--- src/rtl/gpio_port_cell.sv ---
module gpio_port_cell #(
  parameter int W = 8,
  parameter int IMPL_BITS = 8,
  parameter logic UNUSED_LEVEL = 1'b0
) (
  input  logic         clk,
  input  logic         rst_n,
  input  logic [1:0]   mode,
  input  logic         wr_en,
  input  logic [W-1:0] wr_data,
  input  logic [W-1:0] pad_in,
  input  logic         par_host_en,
  input  logic         strobe,
  input  logic [W-1:0] irq_en,
  input  logic         irq_fall,
  input  logic [W-1:0] irq_ack,
  output logic [W-1:0] pad_out,
  output logic [W-1:0] pad_oe,
  output logic [W-1:0] pad_pu,
  output logic [W-1:0] rd_data,
  output logic [W-1:0] irq_pending,
  output logic         irq_out
);
  localparam logic [W-1:0] IMPL = {W{1'b1}} >> (W - IMPL_BITS);
  localparam logic [1:0] MODE_OD   = 2'b01;
  localparam logic [1:0] MODE_CMOS = 2'b10;

  logic [W-1:0] data_q, cap_q, prev_q, pend_q, edge_hit, oe_raw;
  logic         seen_q;

  assign edge_hit = (irq_fall ? (prev_q & ~pad_in) : (~prev_q & pad_in))
                    & irq_en & IMPL & {W{seen_q}};

  always_ff @(posedge clk or negedge rst_n) begin
    if (!rst_n) begin
      data_q <= '1;
      cap_q  <= '0;
      prev_q <= '1;
      seen_q <= 1'b0;
      pend_q <= '0;
    end else begin
      if (wr_en) data_q <= wr_data;
      if (par_host_en && strobe) cap_q <= pad_in;
      prev_q <= pad_in;
      seen_q <= 1'b1;
      pend_q <= ((pend_q & ~irq_ack) | edge_hit) & IMPL;
    end
  end

  always_comb begin
    case (mode)
      MODE_CMOS: oe_raw = '1;
      MODE_OD:   oe_raw = ~data_q;
      default:   oe_raw = '0;
    endcase
  end

  assign pad_out     = data_q & IMPL;
  assign pad_oe      = oe_raw & IMPL;
  assign pad_pu      = (mode == MODE_OD || mode == MODE_CMOS) ? '0 : IMPL;
  assign rd_data     = ((par_host_en ? cap_q : pad_in) & IMPL)
                       | ({W{UNUSED_LEVEL}} & ~IMPL);
  assign irq_pending = pend_q;
  assign irq_out     = |pend_q;
endmodule

--- config.mk ---
export PLATFORM = sky130hd
export DESIGN_NAME = gpio_port_cell
export DESIGN_NICKNAME = d
export VERILOG_FILES = /design/src/rtl/gpio_port_cell.sv
export SDC_FILE = /design/constraint.sdc
export NUM_CORES = 1
export LEC_CHECK = 0
export BUFFER_PORTS_ARGS = -buffer_cell sky130_fd_sc_hd__buf_2
export CAP_MARGIN = 40
export CORE_MARGIN = 3
export CORE_UTILIZATION = 35
export DETAILED_ROUTE_END_ITERATION = 10
export SLEW_MARGIN = 0
export SYNTH_ARGS = -nofsm -noshare
export SYNTH_HDL_FRONTEND = slang
export SYNTH_SLANG_ARGS = --single-unit
--- constraint.sdc ---
create_clock -name clk -period 1.2 [get_ports clk]
set_input_delay 0.24 -clock clk [delete_from_list [all_inputs] [get_ports clk]]
set_output_delay 0.24 -clock clk [all_outputs]
set_load 0.01 [all_outputs]
==> run_results.csv, run 1 <==
group,metric,value,unit
final_layout,final_area,2260,um^2
grt,grt_pass1_vias,1284,
grt,antenna_found_initial,0,
cts,cts_inserted_buffers,5,
final_layout,post-route-util,53.8,%
synth,ys_seq_elements,33,
synth,ys_seq_area_share,53.0,%
detailed_routing,first_pass_iters,4,
floorplanning,initial_core_util,38.0,%
final_layout,final_cells,279,
synth,synthesis.area,1600,um^2
detailed_routing,drcViolationCount,0,
cts,clockRootBuffer,"clkbuf_8",
critical_path,ff2ff_setup_slack,0.12,ns
timing,period_minus_slack,1.40,ns
place,postPlaceCellArea,1990,um^2
detailed_routing,via_per_inst,4.73,
detailed_routing,vias,1320,
detailed_routing,routed_wl,3.44,mm
cts,htreeDepth,2,
final_layout,drive_gt1_share,62.9,%
synth,synth_top_cell_by_area,"dfrtp_1",
timing,slew_violations,0,
floorplanning,core,4200,um^2
final_layout,layout_common_cells,"67 x buf_2, 17 x dfrtp_1, 16 x nand2_1, 16 x dfstp_2, 13 x buf_6",
critical_path,endpoint_kind,"output port",
place,place_ws,-0.0698,ns
cts,clk_latency,0.27,ns
critical_path,worstPathMaxFanout,2,
hold_path,min_from,"pad_in[0]",
synth,synth_cell_types,23,
run_status,run_status,"finished with violations",
timing,worst_slack,-0.198,ns
place,dp_cells,269,
timing,rsz0062_at_grt,"true",
cts,cts_buffer_depth,2,
final_layout,final_common_cell,"buf_2",
floorplanning,die_y,73.5,um
cts,cts_sinks,33,
hold_path,min_path_type,"in -> reg",
critical_path,crit_path_start_kind,"flip-flop",
power_and_ir_drop,peakVddDrop,0.000518,V
synth,postSynthCellCount,152,
synth,synthTopCellsByArea,"dfrtp_1 27%, dfstp_2 26%, mux2_2 11%",
detailed_routing,drt_iter0_markers,85,
critical_path,critPathLaunch,"irq_pending[7]$_DFF_PN0_",
timing,final.setup.tns,-2.09,ns
critical_path,worstSetupPathType,"reg -> out",
job,cap_violations,0,
synth,syn_avg_cell_area,10.5,um^2
place,gp_congestion,0.671,
cts,clk_pin_slew,0.07,ns
timing,clock.fmax,715,MHz
grt,grt_pass1_wl,5.62,mm
synth,yosysTopAreaCellShare,26.6,%
detailed_routing,routedWlPerCell,12.3,um
final_layout,final_nets,270,
critical_path,arrival,1.16,ns
final_layout,syn_to_final_growth,41.5,%
critical_path,cp_data_required_time,0.96,ns
power_and_ir_drop,power.leakage,0.00115,uW
synth,ys_warn_count,0,
critical_path,rr_startpoint,"prev_q[7]$_DFF_PN1_",
floorplanning,ioPinCount,81,
floorplanning,die-area,5410,um^2
power_and_ir_drop,p_per_area,1220,nW/um^2
grt,gr-total-overflow,0,
grt,grt_start_max_net_pins,22,
timing,finalSetupViolCount,17,
place,dp_hpwl,2.56,mm
floorplanning,fp-row-count,23,
place,port_buffers,80,
timing,finalHoldViolCount,0,
synth,syn-num-nets,194,
timing,post-route-period-util,116,%
floorplanning,die_w,73.5,um
run_status,violations,"negative setup slack",
cts,cts_tree,"yes",
detailed_routing,ant_nets,0,
timing,finClkSkew,0.00613,ns
grt,track_usage,13.3,%
final_layout,num_antenna_cells,0,
per-layer routing:
metal | part of all wire (%) | routed length (um) | track usage (%) | up-vias
li1 | - | - | - | 660
met1 | 43 | 1500 | 15.8 | 587
met2 | 43 | 1480 | 22.2 | 68
met3 | 13 | 442 | 4.79 | 5
met4 | 0.76 | 26 | 4.23 | 0
met5 | 0 | 0 | 0 | -
state kept, by name, summed over array words and instances, names as in the netlist:
name	cells
pad_out	8
prev_q	8
cap_q	8
seen_q	1
irq_pending	8
final timing paths:
| check | cells past startpoint | to |
|---|---|---|
| max in group asynchronous | 3 | pad_out[0]$_DFFE_PN1P_ |
| worst min register to register | 2 | pad_out[7]$_DFFE_PN1P_ |
| min in group asynchronous | 2 | irq_pending[7]$_DFF_PN0_ |
| worst max-delay path | 3 | irq_out |
| worst min-delay path | 1 | prev_q[0]$_DFF_PN1_ |
| worst max register to register | 3 | irq_pending[7]$_DFF_PN0_ |
critical path, cell delays in order, from the launching register on:
cell and delay, ns:
dfrtp_1 0.40, nor4_2 0.28, nand2_1 0.06, buf_2 0.14
through the flow:
stage	hold WS, ns	power, uW
floorplan	-0.0556	1640
global placement	0.157	1860
detailed placement	0.158	1870
CTS	0.0831	2770
global route	0.0852	2910
finish	0.0940	2750
synth_stat cells:
cell type,n
nand2_4,1
nand2b_1,7
nand2_2,1
nand2_1,16
clkbuf_1,3
o21ai_0,8
buf_1,1
a32o_2,1
buf_6,1
mux2_2,16
a21oi_1,8
a32o_1,7
ha_1,2
or2b_1,1
inv_1,18
o22ai_1,8
dfstp_2,16
dfrtp_1,17
buf_2,1
nor2_1,8
buf_4,8
conb_1,1
nor4_1,2
cells by family (layout without fill, tap and decap cells):
kind of cell,Yosys count,after routing,share of synthesized area (%)
simple gates,36,36,10.7
flops,33,33,53.0
compound gates,32,32,13.2
buf+inv,32,109,9.95
mux,16,16,11.3
fa+ha+maj,2,2,1.57
other cells,1,1,0.235
where the power goes:
part	switching [uW]	total [uW]	leakage, uW	internal [uW]
Clock	362	768	0.0000422	406
Sequential	63.7	1300	0.000382	1240
Combinational	310	675	0.000722	365
layout make-up:
class	instances	area [um^2]
tap	50	62.6
timing repair buffer	83	519
inverter	18	67.6
clock inverter	1	5.00
multi-input combinational	87	682
sequential	33	846
fill	362	1940
clock buffer	7	76.3
repair_timing:
action	in CTS	in global routing
hold endpoints to repair	11	0
setup buffers	1	0
resized for setup	36	5
pin swaps	11	1
hold buffers	1	0
setup endpoints to repair	25	24
Note: power is estimated with default switching activity, not from simulation.
==> run 2, diff against run 1 <==
--- a/config.mk
+++ b/config.mk
@@ -7,9 +7,12 @@
 export LEC_CHECK = 0
 export BUFFER_PORTS_ARGS = -buffer_cell sky130_fd_sc_hd__buf_2
 export CAP_MARGIN = 40
+export CELL_PAD_IN_SITES_DETAIL_PLACEMENT = 0
+export CELL_PAD_IN_SITES_GLOBAL_PLACEMENT = 1
 export CORE_MARGIN = 3
-export CORE_UTILIZATION = 35
+export CORE_UTILIZATION = 33
 export DETAILED_ROUTE_END_ITERATION = 10
+export PLACE_DENSITY_LB_ADDON = 0.1
 export SLEW_MARGIN = 0
 export SYNTH_ARGS = -nofsm -noshare
 export SYNTH_HDL_FRONTEND = slang
==> run 2 against run 1 <==
Compared with the run above:
- the flow still finishes with violations (negative setup slack)
- clock power is 25% higher
- flip-flop and latch count stayed put
- global-route usage is 0.50 points higher
- final cell count is 2.2% higher
- hold slack better by 0.0057 ns
- worst setup slack worse by 0.024 ns
- fmax is 1.7% lower
- clock skew is 0.0012 ns lower
- wire length is 11% higher
- critical path depth stayed put
- die area is 5.6% higher
- core utilization is 1.4 points lower
- largest power group unchanged
==> run_results.csv, run 2 (synthesized netlist as in run 1, its figures left out) <==
group,metric,value,unit
run_status,run_status,"finished with violations",
run_status,violations,"negative setup slack",
critical_path,critPathLaunch,"irq_pending[7]$_DFF_PN0_",
cts,cts_buffer_depth,2,
final_layout,final_area,2360,um^2
timing,slew_violations,0,
floorplanning,die_y,75.6,um
grt,grt_pass1_vias,1294,
detailed_routing,routed_wl,3.82,mm
place,dp_hpwl,2.93,mm
cts,htreeDepth,2,
timing,post-route-period-util,118,%
final_layout,post-route-util,52.4,%
floorplanning,die_w,75.6,um
detailed_routing,first_pass_iters,4,
critical_path,max_stage_delay,0.40,ns
grt,grt_start_max_net_pins,19,
hold_path,hold-path-cell-count,1,
timing,period_minus_slack,1.42,ns
detailed_routing,ant_nets,0,
hold_path,min_from,"pad_in[2]",
grt,antenna_found_initial,0,
floorplanning,fp-row-count,24,
floorplanning,die-area,5710,um^2
critical_path,rr_startpoint,"prev_q[7]$_DFF_PN1_",
timing,finalHoldViolCount,0,
cts,clk_latency,0.27,ns
floorplanning,core,4500,um^2
power_and_ir_drop,power.leakage,0.00119,uW
cts,clockRootBuffer,"clkbuf_8",
critical_path,worstSetupPathType,"reg -> out",
critical_path,r2r_cells,3,
critical_path,slowest_stage,"dfrtp_1",
final_layout,num_antenna_cells,0,
final_layout,drive_gt1_share,64.4,%
cts,cts_tree,"yes",
detailed_routing,routedWlPerCell,13.4,um
timing,finClkSkew,0.00497,ns
place,gp_congestion,0.716,
final_layout,final_nets,275,
detailed_routing,vias,1350,
critical_path,cp_data_required_time,0.96,ns
timing,clock.fmax,703,MHz
cts,clk_pin_slew,0.06,ns
floorplanning,ioPinCount,81,
hold_path,min_path_type,"in -> reg",
cts,cts_sinks,33,
final_layout,fill_cells,434,
place,port_buffers,80,
place,postPlaceCellArea,2000,um^2
grt,gr-total-overflow,0,
power_and_ir_drop,peakVddDrop,0.000513,V
critical_path,crit_path_start_kind,"flip-flop",
power_and_ir_drop,p_per_area,1270,nW/um^2
detailed_routing,drt_iter0_markers,24,
final_layout,syn_to_final_growth,47.7,%
grt,grt_pass1_wl,5.95,mm
detailed_routing,via_per_inst,4.74,
critical_path,endpoint_kind,"output port",
detailed_routing,drcViolationCount,0,
critical_path,r2r_end,"irq_pending[7]$_DFF_PN0_",
timing,rsz0062_at_grt,"true",
floorplanning,initial_core_util,35.4,%
place,place_ws,-0.0988,ns
timing,finalSetupViolCount,17,
critical_path,crit_path_cell_trace,"nor4_2 > nand2_1 > buf_2",
timing,final.setup.tns,-2.39,ns
job,cap_violations,0,
grt,track_usage,13.8,%
critical_path,worstPathMaxFanout,3,
critical_path,arrival,1.18,ns
final_layout,layout_common_cells,"61 x buf_2, 19 x buf_6, 17 x dfrtp_1",
final_layout,final_common_cell,"buf_2",
power_and_ir_drop,power,3000,uW
cts,cts_inserted_buffers,5,
critical_path,ff2ff_setup_slack,0.11,ns
hold_path,whs_endpoint,"prev_q[2]$_DFF_PN1_",
timing,worst_slack,-0.222,ns
-- run 2: cell count changes in the layout (fill, tap and decap cells not counted) --
cell,before,now
buf_2,67,61
buf_6,13,19
buf_4,1,6
clkbuf_1,2,0
bufinv_16,0,1
-- run 2: worst max path at each step --
| stage | end | slack [ns] | cells after the start |
|---|---|---|---|
| final | irq_out | -0.22 | 3 |
| after global routing | irq_out | -0.28 | 3 |
| after CTS | pad_oe[5] | -0.20 | 4 |
| after detailed placement | pad_oe[6] | -0.1 | 5 |
| after global placement | pad_oe[6] | -0.06 | 5 |
| after floorplan | pad_oe[1] | -0.01 | 4 |
-- run 2: final cells by class --
type / count / area, um^2 / area share (%)
sequential: 33 / 846 / 35.9
multi-input combinational: 87 / 682 / 28.9
tap: 52 / 65.1 / 2.76
inverter: 18 / 67.6 / 2.86
clock inverter: 2 / 35.0 / 1.49
clock buffer: 5 / 68.8 / 2.92
timing repair buffer: 88 / 594 / 25.2
-- run 2: critical path, delay by kind of cell, from the launching register on --
family	cells	cell delay, ns
and+or+nand+nor	2	0.36
buffers and inverters	1	0.15
DFF	1	0.40
-- run 2: timing repair --
action / 4_1_cts / 5_1_grt
pin swaps: 11 / 1
hold endpoints to repair: 7 / 0
hold buffers: 1 / 0
setup endpoints to repair: 25 / 26
setup buffers: 3 / 3
gates resized for setup: 34 / 13
-- run 2: per-stage QoR --
stage                     cells  hold WS (ns)
after floorplan             152       -0.0556
after global placement      271         0.182
after detailed placement    271         0.185
after CTS                   282        0.0844
after global routing        285        0.0851
final                       285        0.0997
-- run 2: power breakdown --
group          internal [uW]  switching (uW)  total (uW)  leakage (uW)
Combinational            402             323         725      0.000757
Sequential              1240            69.3        1310      0.000382
Clock                    602             360         963     0.0000540
Total                   2240             752        3000       0.00119
-- run 2: per-layer routing --
metal | track usage (%) | vias to the layer above | wire length (um)
li1 | - | 666 | -
met1 | 18.2 | 627 | 1780
met2 | 22.1 | 53 | 1740
met3 | 4.35 | 4 | 282
met4 | 3.50 | 0 | 27
met5 | 0 | - | 0
